### config.mk
export PLATFORM = sky130hd
export DESIGN_NAME = cpld_irq_hub
export DESIGN_NICKNAME = d
export VERILOG_FILES = /design/src/rtl/cih_pkg.sv /design/src/rtl/cih_sync.sv /design/src/rtl/cih_irq_core.sv /design/src/rtl/cih_regfile.sv /design/src/rtl/cpld_irq_hub.sv
export SDC_FILE = /design/constraint.sdc
export NUM_CORES = 1
export LEC_CHECK = 0
export ABC_AREA = 1
export BUFFER_PORTS_ARGS = -buffer_cell sky130_fd_sc_hd__buf_2
export CAP_MARGIN = 20
export CORE_MARGIN = 2
export CORE_UTILIZATION = 50
export CTS_BUF_LIST = sky130_fd_sc_hd__clkbuf_16
export CTS_CLUSTER_DIAMETER = 150
export DETAILED_ROUTE_END_ITERATION = 8
export GPL_ROUTABILITY_DRIVEN = 0
export PLACE_DENSITY = 0.79
export SLEW_MARGIN = 20
export SYNTH_ARGS = -nofsm -noshare
export SYNTH_HDL_FRONTEND = slang
export SYNTH_SLANG_ARGS = --single-unit
### constraint.sdc
create_clock -name clk -period 1.1 [get_ports clk]
set_input_delay 0.11 -clock clk [delete_from_list [all_inputs] [get_ports clk]]
set_output_delay 0.11 -clock clk [all_outputs]
set_load 0.1 [all_outputs]
### src/rtl/cih_pkg.sv
package cih_pkg;

  localparam logic [7:0] OFS_LED    = 8'h00;
  localparam logic [7:0] OFS_STATUS = 8'h10;
  localparam logic [7:0] OFS_ACK    = 8'h20;
  localparam logic [7:0] OFS_MASK   = 8'h38;
  localparam logic [7:0] OFS_SIG_A  = 8'h40;
  localparam logic [7:0] OFS_SIG_B  = 8'h48;
  localparam logic [7:0] OFS_VER    = 8'h50;
  localparam logic [7:0] OFS_SIG_C  = 8'h58;
  localparam logic [7:0] OFS_MODRST = 8'h60;
  localparam logic [7:0] OFS_BID    = 8'h68;

  localparam logic [15:0] SIG_A_VAL = 16'hAAAA;
  localparam logic [15:0] SIG_B_VAL = 16'h5555;
  localparam logic [15:0] SIG_C_VAL = 16'hCAFE;

  typedef enum logic [3:0] {
    SEL_NONE,
    SEL_LED,
    SEL_STATUS,
    SEL_ACK,
    SEL_MASK,
    SEL_SIG_A,
    SEL_SIG_B,
    SEL_VER,
    SEL_SIG_C,
    SEL_MODRST,
    SEL_BID
  } reg_sel_e;

endpackage

### src/rtl/cih_sync.sv
module cih_sync #(
  parameter int WIDTH = 16
) (
  input  logic             clk,
  input  logic             rst,
  input  logic [WIDTH-1:0] din,
  output logic [WIDTH-1:0] dout
);

  logic [WIDTH-1:0] stage1_q;
  logic [WIDTH-1:0] stage2_q;

  for (genvar i = 0; i < WIDTH; i++) begin : g_bit
    always_ff @(posedge clk) begin
      if (rst) begin
        stage1_q[i] <= 1'b0;
        stage2_q[i] <= 1'b0;
      end else begin
        stage1_q[i] <= din[i];
        stage2_q[i] <= stage1_q[i];
      end
    end
  end

  assign dout = stage2_q;

endmodule

### src/rtl/cih_irq_core.sv
module cih_irq_core #(
  parameter int LINES = 16
) (
  input  logic             clk,
  input  logic             rst,
  input  logic [LINES-1:0] level,
  input  logic [LINES-1:0] ack_bits,
  input  logic [LINES-1:0] mask_bits,
  output logic [LINES-1:0] status,
  output logic             irq_n
);

  logic [LINES-1:0] status_q;
  logic [LINES-1:0] live;
  logic             irq_n_q;

  assign live = status_q & ~mask_bits;

  for (genvar i = 0; i < LINES; i++) begin : g_line
    always_ff @(posedge clk) begin
      if (rst)              status_q[i] <= 1'b0;
      else if (ack_bits[i]) status_q[i] <= 1'b0;
      else if (level[i])    status_q[i] <= 1'b1;
    end
  end

  always_ff @(posedge clk) begin
    if (rst) irq_n_q <= 1'b1;
    else     irq_n_q <= ~(|live);
  end

  assign status = status_q;
  assign irq_n  = irq_n_q;

  // an acknowledged line reads zero in the following cycle
  p_ack_holds_zero_r4: assert property (@(posedge clk) disable iff (rst)
    (ack_bits != '0) |=> ((status_q & $past(ack_bits)) == '0));

  // a captured bit survives unless it was acknowledged
  p_sticky_r3: assert property (@(posedge clk) disable iff (rst)
    ((($past(status_q) & ~$past(ack_bits)) & ~status_q) == '0));

  // with every line masked the output stays high
  p_masked_quiet_r5: assert property (@(posedge clk) disable iff (rst)
    ($past(mask_bits) == {LINES{1'b1}}) |-> irq_n_q);

endmodule

### src/rtl/cih_regfile.sv
module cih_regfile
  import cih_pkg::*;
#(
  parameter int              DATA_W   = 16,
  parameter int              ADDR_W   = 8,
  parameter int              LINES    = 16,
  parameter logic [15:0]     VERSION  = 16'h0001,
  parameter logic [15:0]     BOARD_ID = 16'h0000
) (
  input  logic              clk,
  input  logic              rst,
  input  logic              bus_wr,
  input  logic              bus_rd,
  input  logic [ADDR_W-1:0] bus_addr,
  input  logic [DATA_W-1:0] bus_wdata,
  output logic [DATA_W-1:0] bus_rdata,
  input  logic [LINES-1:0]  status,
  output logic [LINES-1:0]  ack_bits,
  output logic [LINES-1:0]  mask_bits,
  output logic [DATA_W-1:0] led,
  output logic [DATA_W-1:0] mod_rst
);

  reg_sel_e          sel;
  logic [DATA_W-1:0] rd_val;
  logic [DATA_W-1:0] rdata_q;
  logic [DATA_W-1:0] led_q;
  logic [DATA_W-1:0] modrst_q;
  logic [LINES-1:0]  ack_q;
  logic [LINES-1:0]  mask_q;

  always_comb begin
    sel = SEL_NONE;
    case (bus_addr)
      ADDR_W'(OFS_LED):    sel = SEL_LED;
      ADDR_W'(OFS_STATUS): sel = SEL_STATUS;
      ADDR_W'(OFS_ACK):    sel = SEL_ACK;
      ADDR_W'(OFS_MASK):   sel = SEL_MASK;
      ADDR_W'(OFS_SIG_A):  sel = SEL_SIG_A;
      ADDR_W'(OFS_SIG_B):  sel = SEL_SIG_B;
      ADDR_W'(OFS_VER):    sel = SEL_VER;
      ADDR_W'(OFS_SIG_C):  sel = SEL_SIG_C;
      ADDR_W'(OFS_MODRST): sel = SEL_MODRST;
      ADDR_W'(OFS_BID):    sel = SEL_BID;
      default:             sel = SEL_NONE;
    endcase
  end

  always_ff @(posedge clk) begin
    if (rst) begin
      led_q    <= '0;
      modrst_q <= '0;
      ack_q    <= '0;
      mask_q   <= '1;
    end else if (bus_wr) begin
      case (sel)
        SEL_LED:    led_q    <= bus_wdata;
        SEL_MODRST: modrst_q <= bus_wdata;
        SEL_ACK:    ack_q    <= bus_wdata[LINES-1:0];
        SEL_MASK:   mask_q   <= bus_wdata[LINES-1:0];
        default:    ;
      endcase
    end
  end

  always_comb begin
    case (sel)
      SEL_LED:    rd_val = led_q;
      SEL_STATUS: rd_val = DATA_W'(status);
      SEL_ACK:    rd_val = DATA_W'(ack_q);
      SEL_MASK:   rd_val = DATA_W'(mask_q);
      SEL_SIG_A:  rd_val = DATA_W'(SIG_A_VAL);
      SEL_SIG_B:  rd_val = DATA_W'(SIG_B_VAL);
      SEL_VER:    rd_val = DATA_W'(VERSION);
      SEL_SIG_C:  rd_val = DATA_W'(SIG_C_VAL);
      SEL_MODRST: rd_val = modrst_q;
      SEL_BID:    rd_val = DATA_W'(BOARD_ID);
      default:    rd_val = '0;
    endcase
  end

  always_ff @(posedge clk) begin
    if (rst)         rdata_q <= '0;
    else if (bus_rd) rdata_q <= rd_val;
  end

  assign bus_rdata = rdata_q;
  assign ack_bits  = ack_q;
  assign mask_bits = mask_q;
  assign led       = led_q;
  assign mod_rst   = modrst_q;

  // an unmapped read returns zero on the next edge
  p_unmapped_zero_r8: assert property (@(posedge clk) disable iff (rst)
    (bus_rd && sel == SEL_NONE) |=> (rdata_q == '0));

  // read data holds when no read is issued
  p_rdata_hold_r6: assert property (@(posedge clk) disable iff (rst)
    !bus_rd |=> $stable(rdata_q));

  // the mask comes out of reset fully set
  p_mask_reset_r2: assert property (@(posedge clk)
    $past(rst) |-> (mask_q == {LINES{1'b1}}));

  // a write that selects no writable register leaves the mask alone
  p_ro_write_keeps_mask_r8: assert property (@(posedge clk) disable iff (rst)
    (bus_wr && sel != SEL_MASK) |=> $stable(mask_q));

endmodule

### src/rtl/cpld_irq_hub.sv
module cpld_irq_hub #(
  parameter int          DATA_W   = 16,
  parameter int          ADDR_W   = 8,
  parameter int          LINES    = 16,
  parameter logic [15:0] VERSION  = 16'h0001,
  parameter logic [15:0] BOARD_ID = 16'h0000
) (
  input  logic              clk,
  input  logic              rst,
  input  logic              bus_wr,
  input  logic              bus_rd,
  input  logic [ADDR_W-1:0] bus_addr,
  input  logic [DATA_W-1:0] bus_wdata,
  output logic [DATA_W-1:0] bus_rdata,
  input  logic [LINES-1:0]  irq_src,
  output logic              irq_n,
  output logic [DATA_W-1:0] led_out,
  output logic [DATA_W-1:0] mod_rst_out
);

  logic [LINES-1:0] level_s;
  logic [LINES-1:0] status_w;
  logic [LINES-1:0] ack_w;
  logic [LINES-1:0] mask_w;

  cih_sync #(.WIDTH(LINES)) u_sync (
    .clk  (clk),
    .rst  (rst),
    .din  (irq_src),
    .dout (level_s)
  );

  cih_irq_core #(.LINES(LINES)) u_core (
    .clk       (clk),
    .rst       (rst),
    .level     (level_s),
    .ack_bits  (ack_w),
    .mask_bits (mask_w),
    .status    (status_w),
    .irq_n     (irq_n)
  );

  cih_regfile #(
    .DATA_W   (DATA_W),
    .ADDR_W   (ADDR_W),
    .LINES    (LINES),
    .VERSION  (VERSION),
    .BOARD_ID (BOARD_ID)
  ) u_regs (
    .clk       (clk),
    .rst       (rst),
    .bus_wr    (bus_wr),
    .bus_rd    (bus_rd),
    .bus_addr  (bus_addr),
    .bus_wdata (bus_wdata),
    .bus_rdata (bus_rdata),
    .status    (status_w),
    .ack_bits  (ack_w),
    .mask_bits (mask_w),
    .led       (led_out),
    .mod_rst   (mod_rst_out)
  );

endmodule

# Yosys cells after proc, flatten, opt, wreduce, memory -nomap -nowiden

Cells that the tools add are included.

Bits in registers: 129
Latch bits: 0
Memory bits (writable): 0
ROM bits: 0
Input port bits: 44
Output and inout bits: 49
Word-level logic and storage cells: 99
Memories kept: 0

Add/sub/neg operators: 0
$mul: 0
Div/mod/pow operators: 0
Magnitude comparators: 0
Eq/ne operators: 18
Shift-type cells: 0
Muxes and demuxes: 2
Bitwise operators: 3
Reduce and logical (&&, ||, !) cells: 22

Operators by type and width:

| operator                                                        | count |
|---|---|
| 16-bit one-hot mux with 9 select lines                          | 1 |
| 8-bit by 7-bit == test with 1-bit output, second input constant | 6 |
| 4-bit one-hot mux with 10 select lines                          | 1 |
| 2-bit OR reduction                                              | 16 |
| 16-bit AND                                                      | 1 |
| 4-bit by 3-bit == test with 1-bit output, second input constant | 4 |
| 8-bit by 6-bit == test with 1-bit output, second input constant | 2 |
| 16-bit NOT                                                      | 1 |
| 16-bit OR reduction                                             | 1 |
| 4-bit by 2-bit == test with 1-bit output, second input constant | 2 |
| 4-bit == test, second input constant                            | 2 |
| 8-bit by 5-bit == test with 1-bit output, second input constant | 1 |
| 8-bit logical NOT                                               | 1 |
| 2-bit AND reduction                                             | 4 |
| 4-bit by 1-bit == test with 1-bit output, second input constant | 1 |
| 1-bit NOT                                                       | 1 |

# Depth between registers and ports, before layout

Gate-level depths: netlist (run 1).

Word-level depth: 4
Gate-level depth with buffers: 11
Depth with buffers taken out: 11

# By module

From an unflattened synthesis (run 1), not the netlist that was laid out.

Cell total of the unflattened synthesis: 756
Area, all modules: 5450.2 um2

By module, submodules not included:

| module       | instances | cells each | area an instance (um2) | sequential area each (um2) |
|---|---|---|---|---|
| cih_regfile  | 1         | 560        | 3796.1                 | 1601.5 |
| cih_sync     | 1         | 99         | 914.6                  | 640.6 |
| cih_irq_core | 1         | 97         | 739.5                  | 340.3 |

# Worst setup path after synthesis (run 1)

OpenSTA, ideal clock, no wires.

Path type: register to register
Start: reg u_regs.modrst_q[11] (netlist: u_regs.mod_rst[11])
End: reg u_regs.rdata_q[11] (netlist: u_regs.bus_rdata[11])
Setup time: 0.070 ns
Arrival time: 1.425 ns
Data required time: 1.030 ns
Setup slack: -0.395 ns
Cell stages (with the launch flop): 7
Path buffers: 0
Period minus slack after synthesis: 1.495 ns
Cells stage by stage: dfxtp_1 inv_1 nor2_1 nor2_1 nand3_1 nand2_1 a21oi_1

Word-level cells in the longest chain between the ends: 1

Ends and longest elaborated chain:

| item                                   | line              | source |
|---|---|---|
| start, declared                        | cih_regfile.sv:28 | `logic [DATA_W-1:0] modrst_q;` |
| start signal, assigned                 | cih_regfile.sv:58 | `SEL_MODRST: modrst_q <= bus_wdata;` |
| 16-bit one-hot mux with 9 select lines | cih_regfile.sv:67 | `case (sel)` |
| end signal, assigned                   | cih_regfile.sv:84 | `else if (bus_rd) rdata_q <= rd_val;` |
| end, declared                          | cih_regfile.sv:26 | `logic [DATA_W-1:0] rdata_q;` |

No other way between the ends.
A chain may end at the register's enable or synchronous reset.

# Worst setup path after layout (run 1)

Start: reg u_regs.modrst_q[5] (netlist: u_regs.mod_rst[5])
End: reg u_regs.rdata_q[5] (netlist: u_regs.bus_rdata[5])

The elaborated chain is that of the path after synthesis.

==> results of run 1 <==
## power by group through the flow
stage	Combinational (mW)	Sequential, mW	Clock [mW]
final	0.697	4.74	5.81
after floorplan	0.308	4.86	0
after CTS	0.674	4.74	5.83
after global placement	0.583	4.84	0
after global routing	0.750	4.75	6.06
after detailed placement	0.604	4.84	0
## layout by cell type, fill, tap and decap left out, types with 3 or more instances in the layout
cell / n
sky130_fd_sc_hd__a211oi_2: 14
sky130_fd_sc_hd__a21oi_1: 52
sky130_fd_sc_hd__buf_12: 60
sky130_fd_sc_hd__buf_2: 43
sky130_fd_sc_hd__buf_4: 16
sky130_fd_sc_hd__clkbuf_16: 22
sky130_fd_sc_hd__clkinv_1: 4
sky130_fd_sc_hd__dfxtp_1: 81
sky130_fd_sc_hd__dfxtp_2: 13
sky130_fd_sc_hd__dfxtp_4: 35
sky130_fd_sc_hd__dlygate4sd3_1: 21
sky130_fd_sc_hd__inv_1: 109
sky130_fd_sc_hd__inv_2: 3
sky130_fd_sc_hd__nand2_1: 120
sky130_fd_sc_hd__nand2_2: 8
sky130_fd_sc_hd__nand3_1: 57
sky130_fd_sc_hd__nor2_1: 105
sky130_fd_sc_hd__nor2_4: 7
sky130_fd_sc_hd__nor3_1: 17
sky130_fd_sc_hd__o211ai_1: 5
sky130_fd_sc_hd__o211ai_2: 8
sky130_fd_sc_hd__o21ai_0: 38
sky130_fd_sc_hd__o22ai_1: 4
## registers in the layout, indices dropped and copies added (netlist names)
name	flops
u_core.status	16
u_regs.led	16
u_regs.mask_bits	16
u_regs.mod_rst	16
u_core.irq_n	1
u_regs.bus_rdata	16
u_regs.ack_bits	16
u_sync.stage1_q	16
u_sync.dout	16
## routing by layer
layer	wire length [µm]	up-vias
met4	1080	0
met1	6160	2518
met2	7810	461
met3	2010	116
li1	-	2538
met5	0	-
## stage by stage
stage | power (mW) | hold slack (ns) | TNS, ns | worst slack [ns] | instances
finish | 11.2 | 0.0195 | -0.0166 | -0.0166 | 994
CTS | 11.2 | 0.00587 | 0 | 0.00680 | 993
global route | 11.6 | 0.0187 | -0.0768 | -0.0368 | 994
global placement | 5.42 | 0.311 | -12.11 | -0.266 | 940
floorplan | 5.17 | 0.217 | -0.0171 | -0.00285 | 722
detailed placement | 5.45 | 0.316 | -17.23 | -0.346 | 940
## cell type report
class | count | area share
clock inverters | 11 | 0.0130
clock buffers | 21 | 0.0660
multi-input cells | 442 | 0.278
flip-flops and latches | 129 | 0.343
inverters | 114 | 0.0556
well taps | 136 | 0.0214
repair buffers | 141 | 0.223
## worst reg2reg max path, delay by kind of cell, from the launching register on
family          cells  cell delay, ns
compound gates      1            0.08
buf+inv             1            0.09
flops               1            0.35
simple gates        4            0.46
## cell families after synthesis
| kind of cell | share of synthesized area |
|---|---|
| DFF | 0.478 |
| buffers and inverters | 0.117 |
| AOI/OAI and AO/OA | 0.150 |
| and+or+nand+nor | 0.255 |
## repair_timing
item                                    CTS  global route
cloned                                    0             1
hold buffers                             21             0
endpoints found under the hold margin    21             0
gates resized for setup                   2             6
endpoints found under the setup margin    2             9
## worst min-delay path by stage
| stage | startpoint | endpoint | slack [ns] |
|---|---|---|---|
| after global placement | irq_src[10] | u_sync.stage1_q[10] | 0.31 |
| final | bus_wdata[10] | u_regs.mod_rst[10] | 0.02 |
| after CTS | bus_wdata[15] | u_regs.mod_rst[15] | 0.006 |
| after global routing | bus_wdata[7] | u_regs.mod_rst[7] | 0.02 |
| after floorplan | irq_src[0] | u_sync.stage1_q[0] | 0.22 |
| after detailed placement | irq_src[9] | u_sync.stage1_q[9] | 0.32 |
==> run summary, run 1 <==
The power per cell area came out at 1410 nW/µm². Derived from the worst setup path, the maximum achievable clock frequency is 896 MHz. The clock reaches the later pin of the worst-skew pair after 0.41 ns. Measured on the finished design, the core utilization comes to 0.764. In this run the tightest slew margin relative to its limit is 0.790. The timing startpoint of the critical path is u_regs.mod_rst[5].

Input and output buffers added on the ports amount to 92. The most area-hungry cell type in the Yosys netlist is sky130_fd_sc_hd__dfxtp_1. The synthesized design contains 0 enable-type register cells.

The net count of the finished layout is 889. After layout, the minimum clock period comes to 1.12 ns. The commonest register cell after synthesis is sky130_fd_sc_hd__dfxtp_1.

The total clock buffers created by CTS came out at 17. The peak ir drop on the vdd network came out at 0.935 mV. For this block, the via count after detailed routing is 5,633.

The post-route worst setup slack came out at -0.0166 ns. The number of cell instances on the worst register-to-register path is 6. The longest clock path from root to sink contains 2 buffers. The detailed router finished its first iteration with 828 violations. The worst setup path is captured at a flop. The count of mapped cells out of synthesis is 722. The first-pass GRT wire length came out at 26,500 µm. The part of the power in registers came out at 0.422. The run finished, with violations left. The starting density of the core came out at 0.519. Following the worst setup path forward leads to its endpoint at u_regs.bus_rdata[5]. The number of nets handed over by synthesis was 766. Clock tree synthesis selected as its root buffer the cell sky130_fd_sc_hd__clkbuf_16. For this run, global-route usage on met2 was measured as 0.478. After synthesis the cells add up to 5400 µm². The final count of negative-setup-slack endpoints came out at 1. The largest single stage delay on the critical path is 0.35 ns. In this run the vertical extent of the chip is 108 µm. For this run the aggregate overflow at the end of global routing stands at 0.

The slew at the pin closest to its max-slew limit came out at 0.315 ns. By instance count, the cell type seen most on the critical path is sky130_fd_sc_hd__nor2_1. The hold-critical path depth is 3. The required time reported for the critical path endpoint is 1.37 ns. The type of element launching the critical path is a flop. The data arrival time of the worst path came out at 1.39 ns. The number of rows in the core area is 37. The leakage power figure came out at 3.51 nW. The global routing usage on met3 came out at 0.0753. In this run the critical register-to-register path is captured at u_regs.bus_rdata[5]. The area added between synthesis and finish is 47.4%. The total core area came out at 10,400 µm². The overall routing resource usage came out at 0.296. The internal power of the cells came out at 8.79 mW. The clock edge transition at the registers on the reported setup and hold paths came out at 0.06 ns. Once the clock tree was built, the setup fixing pass inserted 0 buffers.

TritonCTS built the clock tree. The checks that failed: design-rule violations, negative setup slack. The filler cell count in the final layout came out at 653. Of all flip-flops after synthesis, the portion carrying an async set or reset was 0. Of all nets on the critical path, the largest fanout is 2. Yosys attributes the largest share of cell area to sky130_fd_sc_hd__dfxtp_1 48%, sky130_fd_sc_hd__nand2_1 8.5%, sky130_fd_sc_hd__inv_1 7.5%. The via count of the first global-routing pass is 5,364.

The global routing stage identified its most utilized layer as met2. The power share of the clock group came out at 0.516. The area after detailed placement came out at 7070 µm². The post-detailed-route wirelength per cell came out at 17.2 µm. During synthesis, Yosys emitted a total of 0 warnings. The switching power total came out at 2.46 mW. The number of buffer and inverter stages on the critical path is 1. The routed design has 17,100 µm of wire. The initial antenna violation count came out at 0.

The footprint of the flip-flops and latches came out at 2730 µm². The combinational power share is 0.062. The deepest level of the CTS H-tree is 4.

Entering global routing, the biggest net connects 63 pins. 0 antenna diodes ended up in the layout. The clock drives 129 sinks. In the finished design, the share of the clock period the worst path needs comes to 1.02. The worst-case register-to-register setup slack came out at -0.02 ns.

The residual antenna-violating net count after detailed routing came out at 0. Of the total power, the share spent switching nets is 0.219. The depth of the critical timing path with buffers and inverters included is 6. The number of max-slew violations in the final report is 0.

The beginning of the worst register-to-register path is u_regs.mod_rst[5]. The slowest stage of the critical path belongs to the cell sky130_fd_sc_hd__dfxtp_4. The share of cells above drive strength 1 is 0.282.

The footprint of the multi-input gates is 2220 µm². The post-route cell area is 7960 µm². The mean post-synth cell area is 7.48 µm². Of the post-synthesis cell area, the dominant cell type holds 0.478. After synthesis the netlist holds a flip-flop and latch count of 129.

Detailed placement ended at an HPWL of 11,400 µm. After synthesis, the most frequently instantiated cells are 129 x sky130_fd_sc_hd__dfxtp_1, 123 x sky130_fd_sc_hd__nand2_1, 108 x sky130_fd_sc_hd__inv_1, 105 x sky130_fd_sc_hd__nor2_1, 57 x sky130_fd_sc_hd__nand3_1. The number of distinct standard cells referenced by the synthesized netlist is 27. The reported max-cap violation count came out at 0. The met1 demand-to-capacity share in global routing came out at 0.350. The critical setup path kind is flop to flop. In this run the horizontal extent of the chip is 108 µm.

The critical path goes through inv_1 -> nor2_1 -> nor2_1 -> nand3_1 -> nand2_1 -> a21oi_1. On the critical path the largest part of the delay comes from simple AND/OR/NAND/NOR gates. The total iterations of the first detailed-routing run is 9. For this run, design rule violations remaining after detail routing come to 4. The number of hold violations in the final report came out at 0. The worst clock skew on the final layout came out at 0.00883 ns. The total I/O pin count came out at 93. By instance count, the leading cell after synthesis is sky130_fd_sc_hd__dfxtp_1.

The number of vias per cell came out at 5.67. Of the synthesized area, sequential elements account for 0.478. The overall die area is 11,700 µm². The class of the tightest hold or removal check is primary input to flop.
Note: power is estimated with default switching activity, not from simulation.
==> run 2: changes to the inputs <==
SKIP_LAST_GASP = 1   (was unset)
SYNTH_HIERARCHICAL = 1   (was unset)
==> run summary, run 2 <==
The total iterations of the first detailed-routing run is 5 (was 9). The number of vias in the routed layout is 5,560 (was 5,633). The via count of the first global-routing pass came to 5,157 (was 5,364). The number of buffer cells added on primary ports is 92 (unchanged).

The die boundary width is 108 µm (about the same). The power per cell area came to 1340 nW/µm² (was 1410 nW/µm²). The total I/O pin count is 93 (unchanged).

The type of element launching the critical path was a flop (unchanged). The starting density of the core is 0.507 (was 0.519). Status: finished, final reports clean (was finished with violations). The wire length after detailed routing was 15,500 µm (was 17,100 µm). The largest stage delay on the critical path came out at 0.38 ns (was 0.35 ns). The maximum clock frequency came out at 931 MHz (was 896 MHz).

The number of max-slew violations in the final report was 0 (unchanged). The number of sinks handled by clock tree synthesis is 129 (unchanged). The number of synthesized flops with an enable pin is 0 (unchanged). The ratio of final minimum period to clock period is 0.976 (was 1.02).

The warning count from the yosys run was 6 (was 0). The first-pass GRT wire length came out at 25,000 µm (was 26,500 µm). The mean post-synth cell area came out at 7.21 µm² (was 7.48 µm²).

The peak ir drop on the vdd network came out at 0.968 mV (was 0.935 mV). The register area share after synthesis is 0.474 (was 0.478). The summed instance area of the synthesized netlist was 5450 µm² (was 5400 µm²). The commonest register cell after synthesis is sky130_fd_sc_hd__dfxtp_1 (unchanged).

The count of placed standard cells in the final layout, fillers left out is 1,048 (was 994). The DRC violation count after routing came out at 0 (was 4). The shortest period the worst path allows is 1.07 ns (was 1.12 ns). The number of hold violations in the final report is 0 (unchanged).

The reported max-cap violation count is 0 (unchanged). The number of buffer and inverter stages on the critical path is 1 (unchanged). The final count of negative-setup-slack endpoints is 0 (was 1). Setup repair after global routing could not meet its margin everywhere.

Sequence of cells on the critical path: buf_12 (was inv_1 -> nor2_1 -> nor2_1 -> nand3_1 -> nand2_1 -> a21oi_1). The pin count of the biggest net entering global routing came out at 48 (was 63). The deepest level of the CTS H-tree is 4 (unchanged). The number of vias per cell is 5.31 (was 5.67). The clock tree from TritonCTS is done (unchanged).

The number of rows in the core area is 38 (was 37). The starting DRC count in detailed routing came out at 700 (was 828). The number of distinct standard cells referenced by the synthesized netlist was 24 (was 27). The residual antenna-violating net count after detailed routing is 0 (unchanged). The standard cell with the maximum stage delay on the critical path is sky130_fd_sc_hd__dfxtp_2 (was sky130_fd_sc_hd__dfxtp_4).

The overall routing resource usage came out at 0.275 (was 0.296). The maximum clock path buffer count came out at 2 (unchanged). The post-detailed-route wirelength per cell is 14.8 µm (was 17.2 µm). The number of inserted diodes came out at 0 (unchanged). The number of cells in the design after placement is 992 (was 940). The async set-or-reset flop fraction in the synthesized netlist is 0 (unchanged).

The kind of capture point of the worst setup path is an output pin (was flop). Top library cells by usage in the layout, fill and taps aside: 164 x sky130_fd_sc_hd__nand2_1, 137 x sky130_fd_sc_hd__nor2_1, 82 x sky130_fd_sc_hd__nand3_1, 81 x sky130_fd_sc_hd__dfxtp_1, 74 x sky130_fd_sc_hd__inv_1 (was 120 x sky130_fd_sc_hd__nand2_1, 109 x sky130_fd_sc_hd__inv_1, 105 x sky130_fd_sc_hd__nor2_1, 81 x sky130_fd_sc_hd__dfxtp_1, 60 x sky130_fd_sc_hd__buf_12). The overall die area is 11,800 µm² (was 11,700 µm²). The number of register bits inferred by synthesis came out at 129 (unchanged).

The data arrival time of the worst path is 0.96 ns (was 1.39 ns). The die height is 108 µm (about the same). The leading cell type in the layout, fill and taps excluded is sky130_fd_sc_hd__nand2_1 (unchanged). The clock edge transition at the registers on the reported setup and hold paths was 0.05 ns (was 0.06 ns).

The count of mapped cells out of synthesis came out at 756 (was 722). The net count of the finished layout is 939 (was 889). The final sum of negative setup slack is 0 ns (was -0.0166 ns). The worst relative slew slack is 0.744 (was 0.790). The residual overflow from global routing is 0 (unchanged). Post-synth top cells: 164 x sky130_fd_sc_hd__nand2_1, 139 x sky130_fd_sc_hd__nor2_1, 129 x sky130_fd_sc_hd__dfxtp_1, 82 x sky130_fd_sc_hd__nand3_1, 74 x sky130_fd_sc_hd__inv_1 (was 129 x sky130_fd_sc_hd__dfxtp_1, 123 x sky130_fd_sc_hd__nand2_1, 108 x sky130_fd_sc_hd__inv_1, 105 x sky130_fd_sc_hd__nor2_1, 57 x sky130_fd_sc_hd__nand3_1).

The filler cell count in the final layout came to 735 (was 653). The cell family contributing the most delay on the critical path is flip-flops (was simple AND/OR/NAND/NOR gates). Leading post-synthesis cells by cell area: sky130_fd_sc_hd__dfxtp_1 47%, sky130_fd_sc_hd__nand2_1 11%, sky130_fd_sc_hd__nor2_1 9.6% (was sky130_fd_sc_hd__dfxtp_1 48%, sky130_fd_sc_hd__nand2_1 8.5%, sky130_fd_sc_hd__inv_1 7.5%). The net count of the mapped netlist came out at 800 (was 766). The area share of the leading cell type in the synthesized netlist came to 0.474 (was 0.478). The most used standard cell by instance count after synthesis is sky130_fd_sc_hd__nand2_1 (was sky130_fd_sc_hd__dfxtp_1). The area added between synthesis and finish came out at 45.3% (was 47.4%). The share of cells above drive strength 1 is 0.271 (was 0.282). The class of the tightest hold or removal check was primary input to flop (unchanged). The worst clock skew on the final layout came out at 0.00639 ns (was 0.00883 ns). The clock latency on the worst-skew pair is 0.41 ns (about the same).

The leakage power figure came out at 3.71 nW (was 3.51 nW). The detailed placement HPWL is 10,900 µm (was 11,400 µm). The most area-hungry cell type in the Yosys netlist is sky130_fd_sc_hd__dfxtp_1 (unchanged). The required time reported for the critical path endpoint was 0.99 ns (was 1.37 ns). The total clock buffers created by CTS is 17 (unchanged). The largest fanout on the critical path came out at 3 (was 2). The total core area came out at 10,700 µm² (was 10,400 µm²).

The number of setup buffers added after CTS came out at 0 (unchanged). The cell at the root of the clock tree is sky130_fd_sc_hd__clkbuf_16 (unchanged). The critical setup path kind is flop to output pin (was flop to flop). The slew at the pin closest to its max-slew limit is 0.384 ns (was 0.315 ns). The initial antenna violation count is 0 (unchanged).
==> run 2: what timing repair did <==
item	in CTS	in global routing
setup endpoints to repair	0	10
endpoints found under the hold margin	26	0
hold buffers	24	0
gates resized for setup	0	8
==> run 2: cell families (layout without fill, tap and decap cells) <==
kind of cell,Yosys count,in the layout,synth area share
compound gates,89,89,0.0822
simple gates,420,420,0.338
flops,129,129,0.474
buf+inv,118,270,0.106
==> run 2: worst register-to-register path, cell delays in order (launching register included) <==
cell                      delay, ns
sky130_fd_sc_hd__dfxtp_4       0.36
sky130_fd_sc_hd__nand3_1       0.11
sky130_fd_sc_hd__nand2_1       0.07
sky130_fd_sc_hd__nor2_1        0.18
sky130_fd_sc_hd__nand2_1       0.08
sky130_fd_sc_hd__nand2_1       0.07
sky130_fd_sc_hd__a21oi_1       0.06
==> run 2: power by group <==
| group | switching (mW) | leakage [nW] | internal (mW) |
|---|---|---|---|
| Sequential | 0.0583 | 1.08 | 4.71 |
| Combinational | 0.390 | 2.36 | 0.281 |
| Clock | 2.07 | 0.269 | 3.08 |
| Total | 2.52 | 3.71 | 8.07 |
==> run 2: final cells by class <==
| class | count | area, µm² | share of cell area |
|---|---|---|---|
| Clock inverter | 15 | 115 | 0.0145 |
| Multi-Input combinational cell | 509 | 2300 | 0.291 |
| Tap cell | 140 | 175 | 0.0221 |
| Clock buffer | 17 | 425 | 0.0537 |
| Sequential cell | 129 | 2710 | 0.342 |
| Timing Repair Buffer | 158 | 1890 | 0.239 |
| Inverter | 80 | 305 | 0.0385 |
==> run 2: through the flow <==
| step | util | hold slack [ns] | worst slack (ns) | power, mW | cell area [µm²] |
|---|---|---|---|---|---|
| 2_1_floorplan | - | 0.181 | -0.0475 | 5.18 | 5570 |
| 3_3_place_gp | 0.663 | 0.315 | -0.208 | 5.44 | 7120 |
| 3_5_place_dp | 0.663 | 0.315 | -0.250 | 5.46 | 7120 |
| 4_1_cts | 0.735 | 0.000213 | 0.00576 | 10.6 | 7900 |
| 5_1_grt | 0.737 | 0.00553 | -0.0192 | 10.9 | 7920 |
| 6_report | 0.737 | 0.00967 | 0.0261 | 10.6 | 7920 |
==> run 2: per-layer routing <==
metal  GRT usage  vias up  routed length (µm)  part of all wire
met1       0.345     2487                6270              0.40
li1            -     2661                   -                 -
met2       0.440      362                7290              0.47
met3      0.0663       50                1470             0.095
met4       0.137        0                 473             0.031
met5           0        -                   0                 0
==> run 2: worst paths after layout <==
check,from,to,slack [ns],depth (start not counted)
setup / recovery,u_regs/led[10],led_out[10],0.03,1
hold / removal,bus_wdata[5],u_regs/mask_bits[5],0.01,3
setup reg to reg,u_regs/mod_rst[9],u_regs/bus_rdata[9],0.07,6
hold reg to reg,u_sync/stage1_q[4],u_sync/dout[4],0.40,2
==> run 3: changes to the inputs <==
CORE_MARGIN = 3   (was 2)
GPL_TIMING_DRIVEN = 1   (was unset)
==> run summary, run 3 (same netlist as run 2, synthesis figures left out) <==
Status: finished, final reports clean (unchanged). The number of buffer and inverter stages on the critical path came to 1 (unchanged). The total clock buffers created by CTS came out at 17 (unchanged). The slew at the pin closest to its max-slew limit is 0.361 ns (was 0.384 ns). The total iterations of the first detailed-routing run came out at 6 (was 5). The number of rows in the core area came to 37 (was 38). The area added between synthesis and finish came out at 47.1% (was 45.3%). The shortest period the worst path allows came out at 1.08 ns (was 1.07 ns). The ratio of final minimum period to clock period is 0.983 (was 0.976). The type of element launching the critical path was a flop (unchanged).

The starting density of the core is 0.521 (was 0.507). The cell at the root of the clock tree is sky130_fd_sc_hd__clkbuf_16 (unchanged). The number of cell instances on the worst register-to-register path is 6 (unchanged). The deepest level of the CTS H-tree is 4 (unchanged). Setup repair after global routing missed its margin: yes (unchanged). The worst relative slew slack came out at 0.759 (was 0.744). The number of max-slew violations in the final report was 0 (unchanged). The footprint of the flip-flops and latches came to 2720 µm² (was 2710 µm²). The residual antenna-violating net count after detailed routing came out at 0 (unchanged). The initial antenna violation count is 0 (unchanged).

The cell family contributing the most delay on the critical path is flip-flops (unchanged). The maximum clock frequency is 925 MHz (was 931 MHz). The first-pass GRT wire length is 26,700 µm (was 25,000 µm).

The power per cell area is 1390 nW/µm² (was 1340 nW/µm²). The beginning of the worst register-to-register path was u_core/status[3] (was u_regs/mod_rst[9]). The reported max-cap violation count is 0 (unchanged). The via count of the first global-routing pass came out at 5,511 (was 5,157).

The leakage power figure is 3.76 nW (was 3.71 nW). The DRC violation count after routing came to 0 (unchanged). Top library cells by usage in the layout, fill and taps aside: 163 x sky130_fd_sc_hd__nand2_1, 137 x sky130_fd_sc_hd__nor2_1, 82 x sky130_fd_sc_hd__nand3_1, 81 x sky130_fd_sc_hd__dfxtp_1, 73 x sky130_fd_sc_hd__inv_1 (was 164 x sky130_fd_sc_hd__nand2_1, 137 x sky130_fd_sc_hd__nor2_1, 82 x sky130_fd_sc_hd__nand3_1, 81 x sky130_fd_sc_hd__dfxtp_1, 74 x sky130_fd_sc_hd__inv_1). The share of cells above drive strength 1 is 0.277 (was 0.271). The number of vias per cell is 5.29 (was 5.31). The worst clock skew on the final layout came out at 0.00839 ns (was 0.00639 ns). The number of sinks handled by clock tree synthesis came out at 129 (unchanged).

The number of buffer cells added on primary ports came to 92 (unchanged). The maximum clock path buffer count is 2 (unchanged). The leading cell type in the layout, fill and taps excluded is sky130_fd_sc_hd__nand2_1 (unchanged).

The clock edge transition at the registers on the reported setup and hold paths is 0.06 ns (was 0.05 ns). The residual overflow from global routing was 0 (unchanged). The number of hold violations in the final report is 0 (unchanged). The peak ir drop on the vdd network is 0.933 mV (was 0.968 mV). The kind of capture point of the worst setup path is an output pin (unchanged).

The number of setup buffers added after CTS came out at 0 (unchanged). The post-detailed-route wirelength per cell is 15.7 µm (was 14.8 µm). The data arrival time of the worst path is 0.97 ns (was 0.96 ns). The footprint of the multi-input gates is 2300 µm² (about the same).

The net count of the finished layout came out at 946 (was 939). The worst reg2reg path endpoint is u_regs/bus_rdata[3] (was u_regs/bus_rdata[9]). The overall routing resource usage is 0.267 (was 0.275). The final count of negative-setup-slack endpoints came out at 0 (unchanged). The capturing element of the worst setup path is led_out[7] (was led_out[10]). The die boundary width is 110 µm (was 108 µm). The clock latency on the worst-skew pair is 0.42 ns (was 0.41 ns). The class of the tightest hold or removal check is primary input to flop (unchanged). The final sum of negative setup slack is 0 ns (unchanged).

The filler cell count in the final layout is 693 (was 735). The total I/O pin count is 93 (unchanged). The largest stage delay on the critical path is 0.37 ns (was 0.38 ns). The required time reported for the critical path endpoint is 0.99 ns (about the same). Sequence of cells on the critical path: buf_12 (unchanged).

The largest fanout on the critical path is 3 (unchanged). The pin count of the biggest net entering global routing came out at 48 (unchanged). The worst-case register-to-register setup slack came out at 0.05 ns (was 0.07 ns). The critical setup path kind is flop to output pin (unchanged). The number of inserted diodes is 0 (unchanged). The standard cell with the maximum stage delay on the critical path is sky130_fd_sc_hd__dfxtp_2 (unchanged). The clock tree from TritonCTS was done (unchanged). The wire length after detailed routing was 16,500 µm (was 15,500 µm). The post-layout utilization of the core came out at 0.766 (was 0.737). The total core area came to 10,500 µm² (was 10,700 µm²). The timing startpoint of the critical path is u_regs/led[7] (was u_regs/led[10]). The source of the worst hold timing path was bus_wdata[14] (was bus_wdata[5]). The die height came to 110 µm (was 108 µm). The detailed placement HPWL came out at 11,100 µm (was 10,900 µm).

The depth of the critical timing path with buffers and inverters included came out at 1 (unchanged). The overall die area came out at 12,200 µm² (was 11,800 µm²). The starting DRC count in detailed routing is 663 (was 700).

The number of vias in the routed layout is 5,565 (was 5,560).
==> run 3: cell count changes in the layout (fill, tap and decap cells not counted), sizes merged <==
cell and delta:
buf +4, bufinv +1, clkbuf +1, clkinv -1
dlygate4sd3 +3, inv -1
==> run 3: worst reg2reg max path, cell delays in order, from the launching register on <==
cell,delay (ns)
sky130_fd_sc_hd__dfxtp_1,0.36
sky130_fd_sc_hd__nand3_1,0.12
sky130_fd_sc_hd__nand2_1,0.11
sky130_fd_sc_hd__nor2_2,0.14
sky130_fd_sc_hd__nand2_1,0.09
sky130_fd_sc_hd__nand2_1,0.06
sky130_fd_sc_hd__a21oi_1,0.05
==> run 3: what timing repair did <==
item                                    CTS  global route
hold buffers                             27             0
endpoints found under the setup margin    0            13
gates resized for setup                   0            11
endpoints found under the hold margin    35             0
==> run 3: per-stage QoR <==
stage | cell area, µm² | hold slack [ns] | instances | setup WS (ns) | total power, mW
after floorplan | 5570 | 0.181 | 756 | -0.0475 | 5.18
after global placement | 7120 | 0.312 | 992 | -0.190 | 5.43
after detailed placement | 7120 | 0.315 | 992 | -0.287 | 5.44
after CTS | 7990 | 0.0000741 | 1051 | 0.00960 | 11.2
after global routing | 8020 | 0.00937 | 1051 | -0.00704 | 11.4
final | 8020 | 0.00241 | 1051 | 0.0189 | 11.1
==> run 3: where the power goes <==
group	switching (mW)	total, mW	leakage [nW]	internal, mW
Combinational	0.400	0.678	2.39	0.278
Sequential	0.0565	4.75	1.08	4.70
Clock	2.18	5.68	0.292	3.50
Total	2.64	11.1	3.76	8.47
==> run 3: cell type report <==
cell class / instances / share of cell area
Multi-Input combinational cell: 509 / 0.287
Tap cell: 136 / 0.0212
Timing Repair Buffer: 165 / 0.240
Inverter: 80 / 0.0384
Clock buffer: 18 / 0.0562
Clock inverter: 14 / 0.0186
Sequential cell: 129 / 0.339
==> run 3: worst min path at each step <==
stage | end | slack [ns] | cells past startpoint
finish | u_regs/ack_bits[14] | 0.002 | 3
global placement | u_sync/stage1_q[0] | 0.31 | 3
global route | u_regs/ack_bits[14] | 0.009 | 3
detailed placement | u_sync/stage1_q[6] | 0.32 | 3
floorplan | u_sync/dout[0] | 0.18 | 1
CTS | u_regs/mask_bits[14] | 0.00007 | 3
==> run 3: routing by layer <==
metal  GRT usage  vias to the layer above  wire length, µm
met5           0                        -                0
met4       0.119                        0              505
met3      0.0833                       59             1770
met2       0.439                      369             7720
met1       0.321                     2458             6490
li1            -                     2679                -
